--- src/rtl/psu_seq_pkg.sv ---
package psu_seq_pkg;
  typedef enum logic [2:0] {
    S_IDLE = 3'd0,
    S_WAIT = 3'd1,
    S_RAMP = 3'd2,
    S_PGD  = 3'd3,
    S_RUN  = 3'd4,
    S_FOV  = 3'd5,
    S_FOFF = 3'd6,
    S_DIS  = 3'd7
  } seq_st_t;

  typedef enum logic [1:0] {
    G_OFF = 2'b00,
    G_PWM = 2'b01,
    G_LOW = 2'b10
  } gate_t;
endpackage

--- src/rtl/psu_seq_timer.sv ---
module psu_seq_timer
  import psu_seq_pkg::*;
#(
  parameter int WAIT_CYC = 64,
  parameter int RAMP_W   = 10,
  parameter int PG_DLY   = 3
) (
  input  logic              clk,
  input  logic              rst_n,
  input  seq_st_t           st,
  input  seq_st_t           st_nxt,
  output logic              wait_done,
  output logic              ramp_done,
  output logic              pgd_done,
  output logic              uv_armed,
  output logic [RAMP_W-1:0] ref_code
);
  localparam int FULL   = (1 << RAMP_W) - 1;
  localparam int UV_ARM = (FULL * 4) / 5;
  localparam int WB     = $clog2(WAIT_CYC + 1);
  localparam int PB     = $clog2(PG_DLY + 1);
  localparam int CW0    = (WB > RAMP_W) ? WB : RAMP_W;
  localparam int CW     = (PB > CW0) ? PB : CW0;

  logic [CW-1:0] cnt;
  logic          counting;

  assign counting = (st == S_WAIT) || (st == S_RAMP) || (st == S_PGD);

  always_ff @(posedge clk or negedge rst_n) begin
    if (!rst_n)              cnt <= '0;
    else if (st_nxt != st)   cnt <= '0;
    else if (counting)       cnt <= cnt + 1'b1;
  end

  assign wait_done = (st == S_WAIT) && (cnt == CW'(WAIT_CYC - 1));
  assign ramp_done = (st == S_RAMP) && (cnt == CW'(FULL));
  assign pgd_done  = (st == S_PGD)  && (cnt == CW'(PG_DLY - 1));
  assign uv_armed  = ((st == S_RAMP) && (cnt >= CW'(UV_ARM))) ||
                     (st == S_PGD) || (st == S_RUN);

  always_comb begin
    if (st == S_RAMP)                       ref_code = cnt[RAMP_W-1:0];
    else if ((st == S_PGD) || (st == S_RUN)) ref_code = '1;
    else                                    ref_code = '0;
  end

  AST_REF_STEP: assert property (@(posedge clk) disable iff (!rst_n)
    (st == S_RAMP && st_nxt == S_RAMP) |=> (ref_code == $past(ref_code) + 1'b1));
  AST_WAIT_BOUND: assert property (@(posedge clk) disable iff (!rst_n)
    (st == S_WAIT) |-> (cnt < CW'(WAIT_CYC)));
endmodule

--- src/rtl/psu_seq_retry.sv ---
module psu_seq_retry #(
  parameter int OC_RETRY = 4
) (
  input  logic clk,
  input  logic rst_n,
  input  logic bump,
  input  logic clr,
  output logic exhausted
);
  localparam int RB = $clog2(OC_RETRY + 1);

  logic [RB-1:0] cnt;

  always_ff @(posedge clk or negedge rst_n) begin
    if (!rst_n)     cnt <= '0;
    else if (clr)   cnt <= '0;
    else if (bump)  cnt <= cnt + 1'b1;
  end

  assign exhausted = (cnt == RB'(OC_RETRY));

  AST_RETRY_CAP: assert property (@(posedge clk) disable iff (!rst_n)
    cnt <= RB'(OC_RETRY));
  AST_RETRY_CLEAR: assert property (@(posedge clk) disable iff (!rst_n)
    clr |=> (cnt == '0));
endmodule

--- src/rtl/psu_seq_fsm.sv ---
module psu_seq_fsm
  import psu_seq_pkg::*;
(
  input  logic    clk,
  input  logic    rst_n,
  input  logic    go,
  input  logic    ov,
  input  logic    uv,
  input  logic    oc_lo,
  input  logic    oc_hi,
  input  logic    therm,
  input  logic    below_dis,
  input  logic    wait_done,
  input  logic    ramp_done,
  input  logic    pgd_done,
  input  logic    uv_armed,
  input  logic    retry_exh,
  output seq_st_t st,
  output seq_st_t st_nxt,
  output logic    retry_bump,
  output logic    retry_clr
);
  logic switching;

  assign switching = (st == S_RAMP) || (st == S_PGD) || (st == S_RUN);

  always_comb begin
    st_nxt     = st;
    retry_bump = 1'b0;
    retry_clr  = 1'b0;
    unique case (st)
      S_IDLE: begin
        retry_clr = 1'b1;
        if (go) st_nxt = S_WAIT;
      end
      S_WAIT, S_RAMP, S_PGD, S_RUN: begin
        if (ov)                       st_nxt = S_FOV;
        else if (therm)               st_nxt = S_FOFF;
        else if (!go)                 st_nxt = S_DIS;
        else if (switching && oc_hi)  st_nxt = S_FOFF;
        else if (switching && oc_lo) begin
          if (retry_exh) st_nxt = S_FOFF;
          else begin
            st_nxt     = S_WAIT;
            retry_bump = 1'b1;
          end
        end
        else if (uv_armed && uv)      st_nxt = (st == S_RUN) ? S_FOFF : S_WAIT;
        else if (wait_done)           st_nxt = S_RAMP;
        else if (ramp_done)           st_nxt = S_PGD;
        else if (pgd_done) begin
          st_nxt    = S_RUN;
          retry_clr = 1'b1;
        end
      end
      S_FOV:  if (!go) st_nxt = S_IDLE;
      S_FOFF: begin
        if (ov)       st_nxt = S_FOV;
        else if (!go) st_nxt = S_IDLE;
      end
      S_DIS:  if (below_dis) st_nxt = S_IDLE;
      default: st_nxt = S_IDLE;
    endcase
  end

  always_ff @(posedge clk or negedge rst_n) begin
    if (!rst_n) st <= S_IDLE;
    else        st <= st_nxt;
  end

  AST_LATCH_HOLD: assert property (@(posedge clk) disable iff (!rst_n)
    (st == S_FOFF && go && !ov) |=> (st == S_FOFF));
  AST_UV_IGNORED: assert property (@(posedge clk) disable iff (!rst_n)
    (st == S_RAMP && !uv_armed && !ov && !therm && go && !oc_lo && !oc_hi && !wait_done && !ramp_done)
      |=> (st == S_RAMP));
endmodule

--- src/rtl/psu_seq_top.sv ---
module psu_seq_top
  import psu_seq_pkg::*;
#(
  parameter int WAIT_CYC = 64,
  parameter int RAMP_W   = 10,
  parameter int PG_DLY   = 3,
  parameter int OC_RETRY = 4
) (
  input  logic              clk,
  input  logic              rst_n,
  input  logic              supply_ok_a,
  input  logic              supply_ok_b,
  input  logic              enable,
  input  logic              ov_flag,
  input  logic              uv_flag,
  input  logic              oc_lo_flag,
  input  logic              oc_hi_flag,
  input  logic              therm_flag,
  input  logic              below_dis_flag,
  output logic [RAMP_W-1:0] ref_code,
  output logic              pgood,
  output logic [1:0]        gate_mode,
  output logic              discharge,
  output logic              fault_latched
);
  seq_st_t st, st_nxt;
  logic    go;
  logic    wait_done, ramp_done, pgd_done, uv_armed;
  logic    retry_bump, retry_clr, retry_exh;
  gate_t   gate_c;

  assign go = supply_ok_a && supply_ok_b && enable;

  psu_seq_timer #(.WAIT_CYC(WAIT_CYC), .RAMP_W(RAMP_W), .PG_DLY(PG_DLY)) u_timer (
    .clk(clk), .rst_n(rst_n), .st(st), .st_nxt(st_nxt),
    .wait_done(wait_done), .ramp_done(ramp_done), .pgd_done(pgd_done),
    .uv_armed(uv_armed), .ref_code(ref_code)
  );

  psu_seq_retry #(.OC_RETRY(OC_RETRY)) u_retry (
    .clk(clk), .rst_n(rst_n), .bump(retry_bump), .clr(retry_clr),
    .exhausted(retry_exh)
  );

  psu_seq_fsm u_fsm (
    .clk(clk), .rst_n(rst_n), .go(go), .ov(ov_flag), .uv(uv_flag),
    .oc_lo(oc_lo_flag), .oc_hi(oc_hi_flag), .therm(therm_flag),
    .below_dis(below_dis_flag), .wait_done(wait_done), .ramp_done(ramp_done),
    .pgd_done(pgd_done), .uv_armed(uv_armed), .retry_exh(retry_exh),
    .st(st), .st_nxt(st_nxt), .retry_bump(retry_bump), .retry_clr(retry_clr)
  );

  always_comb begin
    unique case (st)
      S_RAMP, S_PGD, S_RUN: gate_c = G_PWM;
      S_FOV:                gate_c = G_LOW;
      S_IDLE, S_DIS:        gate_c = ov_flag ? G_LOW : G_OFF;
      default:              gate_c = G_OFF;
    endcase
  end

  assign gate_mode     = gate_c;
  assign pgood         = (st == S_RUN) && !uv_flag && !ov_flag;
  assign discharge     = ((st == S_FOFF) || (st == S_DIS)) && !below_dis_flag;
  assign fault_latched = (st == S_FOV) || (st == S_FOFF);

  AST_NO_START: assert property (@(posedge clk) disable iff (!rst_n)
    (!go) |=> (gate_mode != G_PWM));
  AST_OV_CATCH: assert property (@(posedge clk) disable iff (!rst_n)
    (ov_flag && gate_mode == G_PWM) |=> (fault_latched && gate_mode == G_LOW && !pgood));
  AST_OC_HI_STOP: assert property (@(posedge clk) disable iff (!rst_n)
    (oc_hi_flag && gate_mode == G_PWM) |=> (gate_mode != G_PWM));
  AST_PG_FULL: assert property (@(posedge clk) disable iff (!rst_n)
    pgood |-> (ref_code == '1));
  AST_DIS_NOSW: assert property (@(posedge clk) disable iff (!rst_n)
    discharge |-> (gate_mode != G_PWM));
endmodule

--- config.mk ---
export PLATFORM = sky130hd
export DESIGN_NAME = psu_seq_top
export DESIGN_NICKNAME = d
export VERILOG_FILES = /design/src/rtl/psu_seq_pkg.sv /design/src/rtl/psu_seq_timer.sv /design/src/rtl/psu_seq_retry.sv /design/src/rtl/psu_seq_fsm.sv /design/src/rtl/psu_seq_top.sv
export SDC_FILE = /design/constraint.sdc
export NUM_CORES = 1
export LEC_CHECK = 0
export BUFFER_PORTS_ARGS = -buffer_cell sky130_fd_sc_hd__buf_2
export CAP_MARGIN = 25
export CORE_ASPECT_RATIO = 1.1
export CORE_UTILIZATION = 60
export DETAILED_ROUTE_END_ITERATION = 8
export PLACE_DENSITY = 0.88
export SYNTH_ARGS = -nofsm -noshare
export SYNTH_HDL_FRONTEND = slang
export SYNTH_HIERARCHICAL = 1
export SYNTH_SLANG_ARGS = --single-unit
--- constraint.sdc ---
create_clock -name clk -period 9.35 [get_ports clk]
set_input_delay 2.805 -clock clk [delete_from_list [all_inputs] [get_ports clk]]
set_output_delay 2.805 -clock clk [all_outputs]
set_load 0.03 [all_outputs]
==> impl_results.md <==
- Status: complete, no violations
- Gr ovfl total: 0
- Core ar.: 2300 um^2
- TritonCTS clock tree: built
- Drt wl/cell: around 14 um
- Final instance area: ~1600 um^2
- Via density: about 6.4
- Root buffer cell: clkbuf_4
- Initial drt markers: between 40 and 50
- Post-Synthesis Cells: around 190
- RSZ-0062 raised after global routing: false
- TritonCTS Buffers: 3
- Final nets: roughly 230
- Area share of fa/ha/maj cells after synthesis: 0.0337
- Startpoint Class: input pin
- Avg Cell Area, Syn: a little under 8 um^2
- Post-CTS Resized: 0
- Worst-margin pin slew: around 1100 ps
- Clock latency on the worst-skew pair: 290 ps
- TritonRoute pass-1 iters: 5
- Largest family of logic cells by synthesized area: simple AND/OR/NAND/NOR gates
- Num ports: 26
- Initial antenna violation count: 0
- Post-synthesis compound-gate area fraction: 0.221
- Drt drc: 0
- Cell taking the most area after synthesis: dfrtp_1
- Met3 global-route usage: 0.0537
- Hold buffer count at cts: 0
- Area of the mapped netlist: between 1000 and 1500 um^2
- Hold_sp: u_retry/cnt[2]$_DFFE_PN0P_
- Initial Utilization: 0.647
- FF+latch count, synth: 16
- Final setup viols: 0
- Synth top cells by count: nor2_1, dfrtp_1, o21ai_1
- Tmin final: around 6400 ps
- Area share of the largest cell type after synthesis: 0.269
- EDFF count, synth: 0
- Placed cell area: approximately 1600 um^2
- Area Growth Syn to Fin: 10.8%
- Worst Hold Path EP: u_retry/cnt[2]$_DFFE_PN0P_
- Ys Warns: 6
- Post-DP HPWL: between 2 and 2.5 mm
- Kind of critical path: input pin to output pin
- Largest net degree at the start of global routing: 34
- N_diodes: 0
- Ys flop type: dfrtp_1
- Data arrival time of the critical path: between 3000 and 4000 ps
- Worst reg2reg path depth: 10
- Slew Limit Fails: 0
- Net Switching: between 0.2 and 0.3 mW
- Die Wd: 49.5 um
- Clk sink count: 16
- Setup TNS: 0 ps
- Busiest metal layer after global routing: met2
- Tot GR Track Use: 0.278
- Mux cell area share after synthesis: 0.0278
- CTS max path bufs: 2
- Row cnt: 18
- Worst path required time: between 6000 and 7000 ps
- Hold WS: 570 ps
- Final GP Congestion: approximately 0.89
- Crit end category: output pin
- Share of power burned in registers: 0.248
- Most common cell in the synthesized netlist: nor2_1
- Switching share of power: 0.568
- Via count: approximately 1500
- Mapped Nets: 204
- Clock transition at path regs: ~80 ps
- Reg2reg start: u_fsm/st[1]$_DFF_PN0_
- Final Skew: around 3.2 ps
- Largest cells by area after synthesis: dfrtp_1, nor2_1, o21ai_1, a21oi_1, ha_1
- R2R setup slack: approximately 5300 ps
- Synth async-reset ratio: 1.00
- Hold WC Path Type: flip-flop to flip-flop
- Pint: ~0.21 mW
- Max-slew headroom: 0.290
- Xor/xnor share of the synthesized area: 0.0412
- Worst reg2reg endpoint: u_timer/cnt[6]$_DFFE_PN0P_
- Post-DRT Antenna Nets: 0
- Setup WS post-layout: between 2000 and 3000 ps
- GR Layer Usage met2: 0.445
- First-pass GRT wire length: ~5.6 mm
- Die H: approximately 54 um
- Fin. Hold Viols: 0
- Post-CTS Setup Bufs: 0
- Max IR drop VDD: between 0.2 and 0.25 mV
- Final Cycle Share: 0.680
- Share of cells above drive strength 1: 0.181
- Logic gate share of total power: 0.661
- Port bufs: 25
- Post-synthesis sequential area ratio: 0.269
- H-tree levels: 1
- Die Area: between 2000 and 3000 um^2
- Maxcap violations: 0
- Synth unique cells: 51
- Static leakage: 0.687 nW
- Worst hold path depth: 2
- Clock power frac: 0.091
- Drt total wl: approximately 3.4 mm
- DP Worst Slack: 2990 ps
- Number of global-route vias before repair: ~1300
- Worst Path Max Fanout: 8
- Synth Area in Simple Gates: 0.358
- Maximum clock frequency: around 0.16 GHz
- M1 GR Usage: 0.365
- Power per cell area: 300 nW/um^2
## routing by layer
| metal | up-vias | wire, um |
|---|---|---|
| li1 | 752 | - |
| met1 | 711 | 1490 |
| met2 | 67 | 1620 |
| met3 | 8 | 251 |
| met4 | 0 | 46 |
| met5 | - | 0 |
## power groups by stage
stage	logic [mW]	clock network [mW]	registers (mW)
2_1_floorplan	0.276	0	0.0973
3_3_place_gp	0.316	0	0.121
3_5_place_dp	0.322	0	0.123
4_1_cts	0.324	0.0464	0.122
5_1_grt	0.356	0.0503	0.127
6_report	0.326	0.0448	0.122
## cell families (layout without fill, tap and decap cells)
kind of cell               Yosys count  in the layout
xor gates and xnor gates             7              7
DFF                                 16             16
and+or+nand+nor                     91             91
AOI/OAI and AO/OA                   50             50
muxes                                4              4
adders and majority gates            4              4
buffers and inverters               17             38
## critical path, cell delays in order
cell and delay, ps:
buf_2 140, nand2b_1 150, a32o_2 290, buf_2 170
## cell usage in the layout, fill, tap and decap left out, types with 2 or more instances in the layout
cell,n
or4_1,6
a311oi_1,2
mux2i_1,3
nand4b_1,2
and2_1,3
nand4_1,5
a211oi_1,2
nand2b_1,5
ha_1,4
a21oi_1,10
buf_2,25
nor2b_1,4
inv_1,9
xnor2_1,5
a32o_1,2
nand3_1,4
nor3b_1,2
clkbuf_4,3
xor2_1,2
nor4_1,4
dfrtp_1,16
nor3_1,7
o21ai_1,11
o21ai_0,6
o31ai_1,4
nor4_2,2
and3_1,3
nor2_1,20
o21a_1,3
or3_1,7
nand2_1,9
## layout make-up
cell class              instances  area (um^2)
inverters                       9         33.8
flip-flops and latches         16          400
multi-input cells             156         1010
well taps                      30         37.5
clock buffers                   4         36.3
fillers                       187          651
repair buffers                 25          125
## worst max-delay path by stage
stage / depth (start not counted) / endpoint / slack, ps / start
after floorplan: 2 / gate_mode[1] / 3290 / ov_flag
after global placement: 4 / gate_mode[1] / 3020 / ov_flag
after detailed placement: 4 / gate_mode[1] / 2990 / ov_flag
after CTS: 4 / gate_mode[1] / 2990 / ov_flag
after global routing: 4 / gate_mode[1] / 2960 / ov_flag
final: 4 / gate_mode[1] / 2990 / ov_flag
## state kept, by name (all words and copies together), names as in the netlist
name         cells
u_timer/cnt     10
u_fsm/st         3
u_retry/cnt      3
## through the flow
stage	util	power [mW]	std cells
CTS	0.717	0.492	240
floorplan	-	0.373	189
finish	0.717	0.494	240
global placement	0.701	0.437	236
detailed placement	0.701	0.446	236
global route	0.717	0.534	240
Power figures use the tool's default switching activity.
